File: src/rtl/ipc_evt_pkg.sv
package ipc_evt_pkg;

    localparam int unsigned REG_ADDR_W = 12;
    localparam int unsigned REG_DATA_W = 32;

    // Register offsets the software driver decodes
    localparam logic [15:0] OFF_PEND    = 16'h0400;
    localparam logic [15:0] OFF_MASK    = 16'h0404;
    localparam logic [15:0] OFF_STAT    = 16'h0408;
    localparam logic [15:0] OFF_PCLR    = 16'h040C;
    localparam logic [15:0] OFF_ENSET   = 16'h0500;
    localparam logic [15:0] OFF_ENCLR   = 16'h0504;
    localparam logic [15:0] OFF_DOORBELL = 16'h0420;

    typedef struct packed {
        logic mask_we;
        logic pclr_we;
        logic enset_we;
        logic enclr_we;
        logic bell_we;
    } wr_stb_t;

    typedef enum logic [2:0] {
        RS_NONE,
        RS_PEND,
        RS_MASK,
        RS_STAT,
        RS_BELL
    } rd_sel_e;

endpackage

File: src/rtl/ipc_evt_decode.sv
module ipc_evt_decode
    import ipc_evt_pkg::*;
#(
    parameter int unsigned ADDR_W = REG_ADDR_W
) (
    input  logic              bus_wr_en,
    input  logic              bus_rd_en,
    input  logic [ADDR_W-1:0] bus_addr,
    output wr_stb_t           wr_stb,
    output rd_sel_e           rd_sel
);

    localparam logic [ADDR_W-1:0] A_PEND  = ADDR_W'(OFF_PEND);
    localparam logic [ADDR_W-1:0] A_MASK  = ADDR_W'(OFF_MASK);
    localparam logic [ADDR_W-1:0] A_STAT  = ADDR_W'(OFF_STAT);
    localparam logic [ADDR_W-1:0] A_PCLR  = ADDR_W'(OFF_PCLR);
    localparam logic [ADDR_W-1:0] A_ENSET = ADDR_W'(OFF_ENSET);
    localparam logic [ADDR_W-1:0] A_ENCLR = ADDR_W'(OFF_ENCLR);
    localparam logic [ADDR_W-1:0] A_BELL  = ADDR_W'(OFF_DOORBELL);

    // Write strobes: pending and status are read-only, so no strobe exists
    always_comb begin
        wr_stb          = '0;
        wr_stb.mask_we  = bus_wr_en && (bus_addr == A_MASK);
        wr_stb.pclr_we  = bus_wr_en && (bus_addr == A_PCLR);
        wr_stb.enset_we = bus_wr_en && (bus_addr == A_ENSET);
        wr_stb.enclr_we = bus_wr_en && (bus_addr == A_ENCLR);
        wr_stb.bell_we  = bus_wr_en && (bus_addr == A_BELL);
    end

    // Read select: write-only aliases and unmapped offsets read zero
    always_comb begin
        rd_sel = RS_NONE;
        if (bus_rd_en) begin
            if (bus_addr == A_PEND)      rd_sel = RS_PEND;
            else if (bus_addr == A_MASK) rd_sel = RS_MASK;
            else if (bus_addr == A_STAT) rd_sel = RS_STAT;
            else if (bus_addr == A_BELL) rd_sel = RS_BELL;
            else                         rd_sel = RS_NONE;
        end
    end

endmodule

File: src/rtl/ipc_evt_ack_bank.sv
module ipc_evt_ack_bank #(
    parameter int unsigned NCH = 32
) (
    input  logic           clk,
    input  logic           rst_n,
    input  logic [NCH-1:0] evt_in,
    input  logic           mask_we,
    input  logic           pclr_we,
    input  logic           enset_we,
    input  logic           enclr_we,
    input  logic [NCH-1:0] wbits,
    output logic [NCH-1:0] pend_o,
    output logic [NCH-1:0] en_o,
    output logic [NCH-1:0] status_o,
    output logic           irq_o
);

    typedef struct packed {
        logic [NCH-1:0] pend;
        logic [NCH-1:0] en;
        logic [NCH-1:0] evt_prev;
        logic           irq;
    } ack_state_t;

    ack_state_t st_d, st_q;

    logic [NCH-1:0] rise;
    logic [NCH-1:0] pend_next;

    // Per-vector cell: edge detect, then set-over-clear priority
    for (genvar c = 0; c < NCH; c++) begin : g_vec
        assign rise[c]      = evt_in[c] & ~st_q.evt_prev[c];
        assign pend_next[c] = rise[c] | (st_q.pend[c] & ~(pclr_we & wbits[c]));
    end

    always_comb begin
        st_d          = st_q;
        st_d.evt_prev = evt_in;
        st_d.pend     = pend_next;
        if (mask_we) begin
            st_d.en = wbits;
        end else if (enset_we) begin
            st_d.en = st_q.en | wbits;
        end else if (enclr_we) begin
            st_d.en = st_q.en & ~wbits;
        end
        st_d.irq = |(st_q.pend & st_q.en);
    end

    always_ff @(posedge clk or negedge rst_n) begin
        if (!rst_n) begin
            st_q <= '0;
        end else begin
            st_q <= st_d;
        end
    end

    assign pend_o   = st_q.pend;
    assign en_o     = st_q.en;
    assign status_o = st_q.pend & st_q.en;
    assign irq_o    = st_q.irq;

    p_rise_latches_r2: assert property (@(posedge clk) disable iff (!rst_n)
        (rise != '0) |=> ((pend_o & $past(rise)) == $past(rise)));

    p_no_spurious_pend_r2: assert property (@(posedge clk) disable iff (!rst_n)
        (pend_o & ~$past(pend_o) & ~$past(rise)) == '0);

    p_clear_retires_r3: assert property (@(posedge clk) disable iff (!rst_n)
        pclr_we |=> ((pend_o & $past(wbits & ~rise)) == '0));

    p_mask_loads_r4: assert property (@(posedge clk) disable iff (!rst_n)
        mask_we |=> (en_o == $past(wbits)));

    p_enset_r5: assert property (@(posedge clk) disable iff (!rst_n)
        enset_we |=> ((en_o & $past(wbits)) == $past(wbits)));

    p_enclr_r5: assert property (@(posedge clk) disable iff (!rst_n)
        enclr_we |=> ((en_o & $past(wbits)) == '0));

    p_irq_quiet_r7: assert property (@(posedge clk) disable iff (!rst_n)
        (en_o == '0) |=> !irq_o);

    p_irq_raise_r7: assert property (@(posedge clk) disable iff (!rst_n)
        (status_o != '0) |=> irq_o);

endmodule

File: src/rtl/ipc_evt_peer_bank.sv
module ipc_evt_peer_bank #(
    parameter int unsigned NCH = 32
) (
    input  logic           clk,
    input  logic           rst_n,
    input  logic           bell_we,
    input  logic [NCH-1:0] wbits,
    input  logic [NCH-1:0] peer_clear,
    output logic [NCH-1:0] bell_o
);

    typedef struct packed {
        logic [NCH-1:0] bell;
    } peer_state_t;

    peer_state_t st_d, st_q;

    logic [NCH-1:0] bell_next;

    // Per-vector doorbell: a local ring wins over a same-cycle peer retire
    for (genvar c = 0; c < NCH; c++) begin : g_bell
        assign bell_next[c] = (bell_we & wbits[c]) | (st_q.bell[c] & ~peer_clear[c]);
    end

    always_comb begin
        st_d      = st_q;
        st_d.bell = bell_next;
    end

    always_ff @(posedge clk or negedge rst_n) begin
        if (!rst_n) begin
            st_q <= '0;
        end else begin
            st_q <= st_d;
        end
    end

    assign bell_o = st_q.bell;

    p_bell_rings_r8: assert property (@(posedge clk) disable iff (!rst_n)
        bell_we |=> ((bell_o & $past(wbits)) == $past(wbits)));

    p_bell_no_spurious_r8: assert property (@(posedge clk) disable iff (!rst_n)
        (bell_o & ~$past(bell_o) & ~($past(wbits) & {NCH{$past(bell_we)}})) == '0);

    p_peer_retire_r9: assert property (@(posedge clk) disable iff (!rst_n)
        ((peer_clear != '0) && !bell_we) |=> ((bell_o & $past(peer_clear)) == '0));

endmodule

File: src/rtl/ipc_evt_ctrl.sv
module ipc_evt_ctrl
    import ipc_evt_pkg::*;
#(
    parameter int unsigned NCH    = 32,
    parameter int unsigned ADDR_W = REG_ADDR_W,
    parameter int unsigned DATA_W = REG_DATA_W
) (
    input  logic              clk,
    input  logic              rst_n,
    input  logic              bus_wr_en,
    input  logic              bus_rd_en,
    input  logic [ADDR_W-1:0] bus_addr,
    input  logic [DATA_W-1:0] bus_wdata,
    output logic [DATA_W-1:0] bus_rdata,
    input  logic [NCH-1:0]    evt_in,
    input  logic [NCH-1:0]    peer_clear,
    output logic [NCH-1:0]    peer_irq,
    output logic              local_irq
);

    typedef struct packed {
        logic [DATA_W-1:0] rdata;
    } rd_state_t;

    wr_stb_t        wr_stb;
    rd_sel_e        rd_sel;
    logic [NCH-1:0] wbits;
    logic [NCH-1:0] pend;
    logic [NCH-1:0] en;
    logic [NCH-1:0] status;
    logic [NCH-1:0] bell;

    rd_state_t rd_d, rd_q;

    assign wbits = bus_wdata[NCH-1:0];

    ipc_evt_decode #(
        .ADDR_W (ADDR_W)
    ) u_decode (
        .bus_wr_en (bus_wr_en),
        .bus_rd_en (bus_rd_en),
        .bus_addr  (bus_addr),
        .wr_stb    (wr_stb),
        .rd_sel    (rd_sel)
    );

    ipc_evt_ack_bank #(
        .NCH (NCH)
    ) u_ack (
        .clk      (clk),
        .rst_n    (rst_n),
        .evt_in   (evt_in),
        .mask_we  (wr_stb.mask_we),
        .pclr_we  (wr_stb.pclr_we),
        .enset_we (wr_stb.enset_we),
        .enclr_we (wr_stb.enclr_we),
        .wbits    (wbits),
        .pend_o   (pend),
        .en_o     (en),
        .status_o (status),
        .irq_o    (local_irq)
    );

    ipc_evt_peer_bank #(
        .NCH (NCH)
    ) u_peer (
        .clk        (clk),
        .rst_n      (rst_n),
        .bell_we    (wr_stb.bell_we),
        .wbits      (wbits),
        .peer_clear (peer_clear),
        .bell_o     (bell)
    );

    // Read-back register: loads only when a read is sampled
    always_comb begin
        rd_d = rd_q;
        if (bus_rd_en) begin
            case (rd_sel)
                RS_PEND: rd_d.rdata = DATA_W'(pend);
                RS_MASK: rd_d.rdata = DATA_W'(en);
                RS_STAT: rd_d.rdata = DATA_W'(status);
                RS_BELL: rd_d.rdata = DATA_W'(bell);
                default: rd_d.rdata = '0;
            endcase
        end
    end

    always_ff @(posedge clk or negedge rst_n) begin
        if (!rst_n) begin
            rd_q <= '0;
        end else begin
            rd_q <= rd_d;
        end
    end

    assign bus_rdata = rd_q.rdata;
    assign peer_irq  = bell;

    p_rdata_holds_r10: assert property (@(posedge clk) disable iff (!rst_n)
        !bus_rd_en |=> $stable(bus_rdata));

    p_status_subset_r6: assert property (@(posedge clk) disable iff (!rst_n)
        (bus_rd_en && rd_sel == RS_STAT) |=> ((bus_rdata & ~DATA_W'($past(en))) == '0));

endmodule

File: config.mk
export PLATFORM = sky130hd
export DESIGN_NAME = ipc_evt_ctrl
export DESIGN_NICKNAME = d
export VERILOG_FILES = /design/src/rtl/ipc_evt_pkg.sv /design/src/rtl/ipc_evt_decode.sv /design/src/rtl/ipc_evt_ack_bank.sv /design/src/rtl/ipc_evt_peer_bank.sv /design/src/rtl/ipc_evt_ctrl.sv
export SDC_FILE = /design/constraint.sdc
export NUM_CORES = 1
export LEC_CHECK = 0
export ABC_CLOCK_PERIOD_IN_PS = 1600
export CORE_ASPECT_RATIO = 0.9
export CORE_UTILIZATION = 49
export DETAILED_ROUTE_END_ITERATION = 12
export PLACE_DENSITY = 0.89
export SLEW_MARGIN = 20
export SYNTH_ARGS = -nofsm -noshare
export SYNTH_HDL_FRONTEND = slang
export SYNTH_SLANG_ARGS = --single-unit
File: constraint.sdc
create_clock -name clk -period 1.6 [get_ports clk]
set_input_delay 0.4 -clock clk [delete_from_list [all_inputs] [get_ports clk]]
set_output_delay 0.4 -clock clk [all_outputs]
set_load 0.005 [all_outputs]
==> impl_metrics.json <==
{
  "clock_latency_ns": 0.44,
  "min_from": "u_ack.st_q[8]",
  "status": "finished, violations left",
  "overflow": 0,
  "synth_top_area_cell": "dfrtp_1",
  "pin_count": 177,
  "die_w_um": 129,
  "synth_area_per_cell_um2": 10.1,
  "synth_edf_count": 0,
  "fin_ws_ns": -0.167,
  "multi_input_area_um2": 3030,
  "postLayoutCoreUtil_pct": 77.8,
  "timing.rr.end": "u_ack.irq_o",
  "cp_num_buf_inv": 2,
  "min_path_cells": 1,
  "ant_nets": 0,
  "clk_pin_slew_ns": 0.06,
  "finalInstanceArea_um2": 11000,
  "mappedNetlistArea_um2": 7120,
  "grtUsageTotal_pct": 33.3,
  "drv_slew": 0,
  "maxCapViolations": 0,
  "clock_skew_ns": 0.0105,
  "ff_latch_area_um2": 4030,
  "placed_cell_area_um2": 9490,
  "grt_pass1_vias": 6915,
  "setup_viol": 33,
  "ys_warn_count": 0,
  "hold_path.class": "reg -> reg",
  "synthArstFlopShare_pct": 100,
  "dp_hpwl_um": 15000,
  "cts-htree-levels": 4,
  "ys_ff_latch": 161,
  "whs_ns": 0.408,
  "core_um2": 14100,
  "ff2ff_setup_slack_ns": -0.11,
  "slowest_stage": "or4_4",
  "period_minus_slack_ns": 1.77,
  "antenna_found_initial": 0,
  "cellPowerDensity_nw_per_um2": 874,
  "via_per_inst": 6.17,
  "period_share_pct": 110,
  "top_usage_layer": "met2",
  "gr-usage-met1_pct": 42.4,
  "grt_max_degree": 46,
  "gp_congestion": 0.879,
  "dieArea_um2": 15000,
  "crit_path_end_kind": "flip-flop",
  "row_count": 41,
  "crit_fanout": 8,
  "drc": 0,
  "cts_root_buffer": "clkbuf_16",
  "fill_cells": 830,
  "die_h_um": 116,
  "synth_top_area_share_pct": 56.6,
  "pre_cts_ws_ns": -0.890,
  "total_leakage_power_uw": 0.00501,
  "cp.required_ns": 1.97,
  "synth-main-ff-cell": "dfrtp_1",
  "vias": 7195,
  "worst_pin_slew_ns": 0.423,
  "port_buffers": 176,
  "fin_nets": 1073,
  "syn_nets": 816,
  "hold_end": "u_ack.pend_o[7]",
  "syn_inst": 704,
  "drt_iter0_markers": 843,
  "max_stage_delay_ns": 0.63,
  "use_met2_pct": 55.4,
  "cts_buffer_depth": 2,
  "path_cells": "buf_6 > or4bb_4 > or4_4 > buf_12 > nand2b_4 > a31o_1",
  "drt-pass1-iter-count": 7,
  "cts_buffers": 17,
  "yosysSeqAreaShare_pct": 56.6,
  "r2r_start": "u_ack.pend_o[19]",
  "gr-usage-met3_pct": 8.75,
  "start_util_pct": 50.5,
  "ir_drop_v": 0.000763,
  "slew_headroom_pct": 71.8,
  "synth.distinct_cells": 35,
  "wirelength_um": 26500,
  "worstPathArrival_ns": 2.13,
  "ff2ff_path_depth": 3,
  "crit_path_start_kind": "primary input",
  "critPathKind": "in -> reg",
  "violations": "setup timing",
  "wire_per_inst_um": 22.7,
  "fin_tns_setup_ns": -4.29,
  "layout-drive-gt1-share_pct": 21.6,
  "cp_top_family": "simple AND/OR/NAND/NOR gates",
  "grt_pass1_wl_um": 37000,
  "synthToLayoutAreaGrowth_pct": 54.1,
  "fmax_mhz": 566,
  "cts_tree": "yes",
  "synthTopCellsByArea": "dfrtp_1 (57%), o21ai_1 (6.7%), a22oi_1 (5.0%)",
  "rsz0062_at_grt": "yes",
  "cts_sinks": 161,
  "diodes": 0,
  "hold_viol": 0
}
logic make-up (layout without fill, tap and decap cells):
kind of cell              after synthesis  after routing  synth area share (%)
DFF                                   161            161                  56.6
xor gates and xnor gates                1              1                 0.123
and+or+nand+nor                       155            155                  12.5
buffers and inverters                 111            381                  6.49
AOI/OAI and AO/OA                     276            276                  24.3
cell type report:
cell class                      instances  area share (%)
Inverter                               69            2.36
Sequential cell                       161            36.7
Tap cell                              193            2.20
Timing Repair Buffer                  280            25.2
Multi-Input combinational cell        432            27.6
Clock buffer                           18            4.00
Clock inverter                         14            1.92
synthesized netlist by cell type (2+ instances only):
| cell type | count |
|---|---|
| nand4_1 | 6 |
| dfrtp_1 | 161 |
| nand2b_1 | 30 |
| o221a_1 | 2 |
| a22oi_1 | 47 |
| o32a_1 | 2 |
| o21ai_1 | 96 |
| buf_6 | 3 |
| o31ai_1 | 31 |
| nor3b_1 | 30 |
| a21oi_1 | 63 |
| a31o_1 | 30 |
| nor2_1 | 3 |
| and4_1 | 3 |
| nand3_1 | 3 |
| inv_1 | 69 |
| or4_4 | 2 |
| clkbuf_1 | 21 |
| nor4b_1 | 2 |
| nand2_1 | 65 |
| nor4_1 | 3 |
| buf_2 | 18 |
| a21o_1 | 2 |
timing repair:
action | 4_1_cts | 5_1_grt
endpoints found under the setup margin | 193 | 124
gates cloned | 5 | 6
pin swaps | 38 | 31
resized for setup | 139 | 53
hold buffers | 1 | 0
setup buffers | 35 | 8
endpoints found under the hold margin | 26 | 0
stage by stage:
step | instances | total power (uW)
after floorplan | 704 | 4460
after global placement | 1081 | 5030
after detailed placement | 1081 | 5050
after CTS | 1154 | 9480
after global routing | 1167 | 9800
final | 1167 | 9590
report_power, final:
| part | switching [uW] | total, uW | internal [uW] |
|---|---|---|---|
| Combinational | 405 | 852 | 446 |
| Sequential | 55.5 | 4200 | 4150 |
| Clock | 1730 | 4530 | 2800 |
cells in the final DEF, fill, tap and decap left out, types with 3 or more instances in the layout:
cell             synthesis  layout
buf_12                   0      10
clkinvlp_4               0       3
buf_6                    3      16
inv_1                   69      69
and4_4                   0       3
buf_4                    0      71
a31o_1                  30      30
nor3b_1                 30      30
nand2_1                 65      65
clkdlybuf4s50_1          0      97
bufinv_16                0       5
dlygate4sd2_1            0      66
o21ai_1                 96      94
o31ai_2                  0       4
buf_8                    0       3
nor4b_4                  1       3
a21oi_1                 63      54
nand4_1                  6       6
o31ai_1                 31      27
nand2b_4                 0      30
clkinv_2                 0       4
clkbuf_2                 0       6
a22oi_1                 47      47
nor4_4                   0       3
buf_16                   0       4
clkbuf_16                0      21
dfrtp_1                161     161
a21oi_2                  0       9
worst register-to-register path, delay by kind of cell (launching register included):
family,cells,cell delay [ns]
AO/OA/AOI/OAI,1,0.41
AND/OR/NAND/NOR,2,0.73
flip-flops,1,0.45
worst max-delay path by stage:
stage            startpoint        end  slack (ns)  depth (start not counted)
2_1_floorplan   bus_addr[9]  flip-flop       -0.28                          5
3_3_place_gp    bus_addr[5]  flip-flop       -0.82                          6
3_5_place_dp   bus_addr[10]  flip-flop       -0.89                          6
4_1_cts         bus_addr[7]  flip-flop       -0.18                          6
5_1_grt         bus_addr[7]  flip-flop       -0.18                          6
6_report        bus_addr[9]  flip-flop       -0.17                          6
per-layer routing:
metal	wire (um)	up-vias
li1	-	3031
met1	9940	3543
met5	0	-
met3	2850	91
met2	12800	530
met4	989	0
Power figures use the tool's default switching activity.
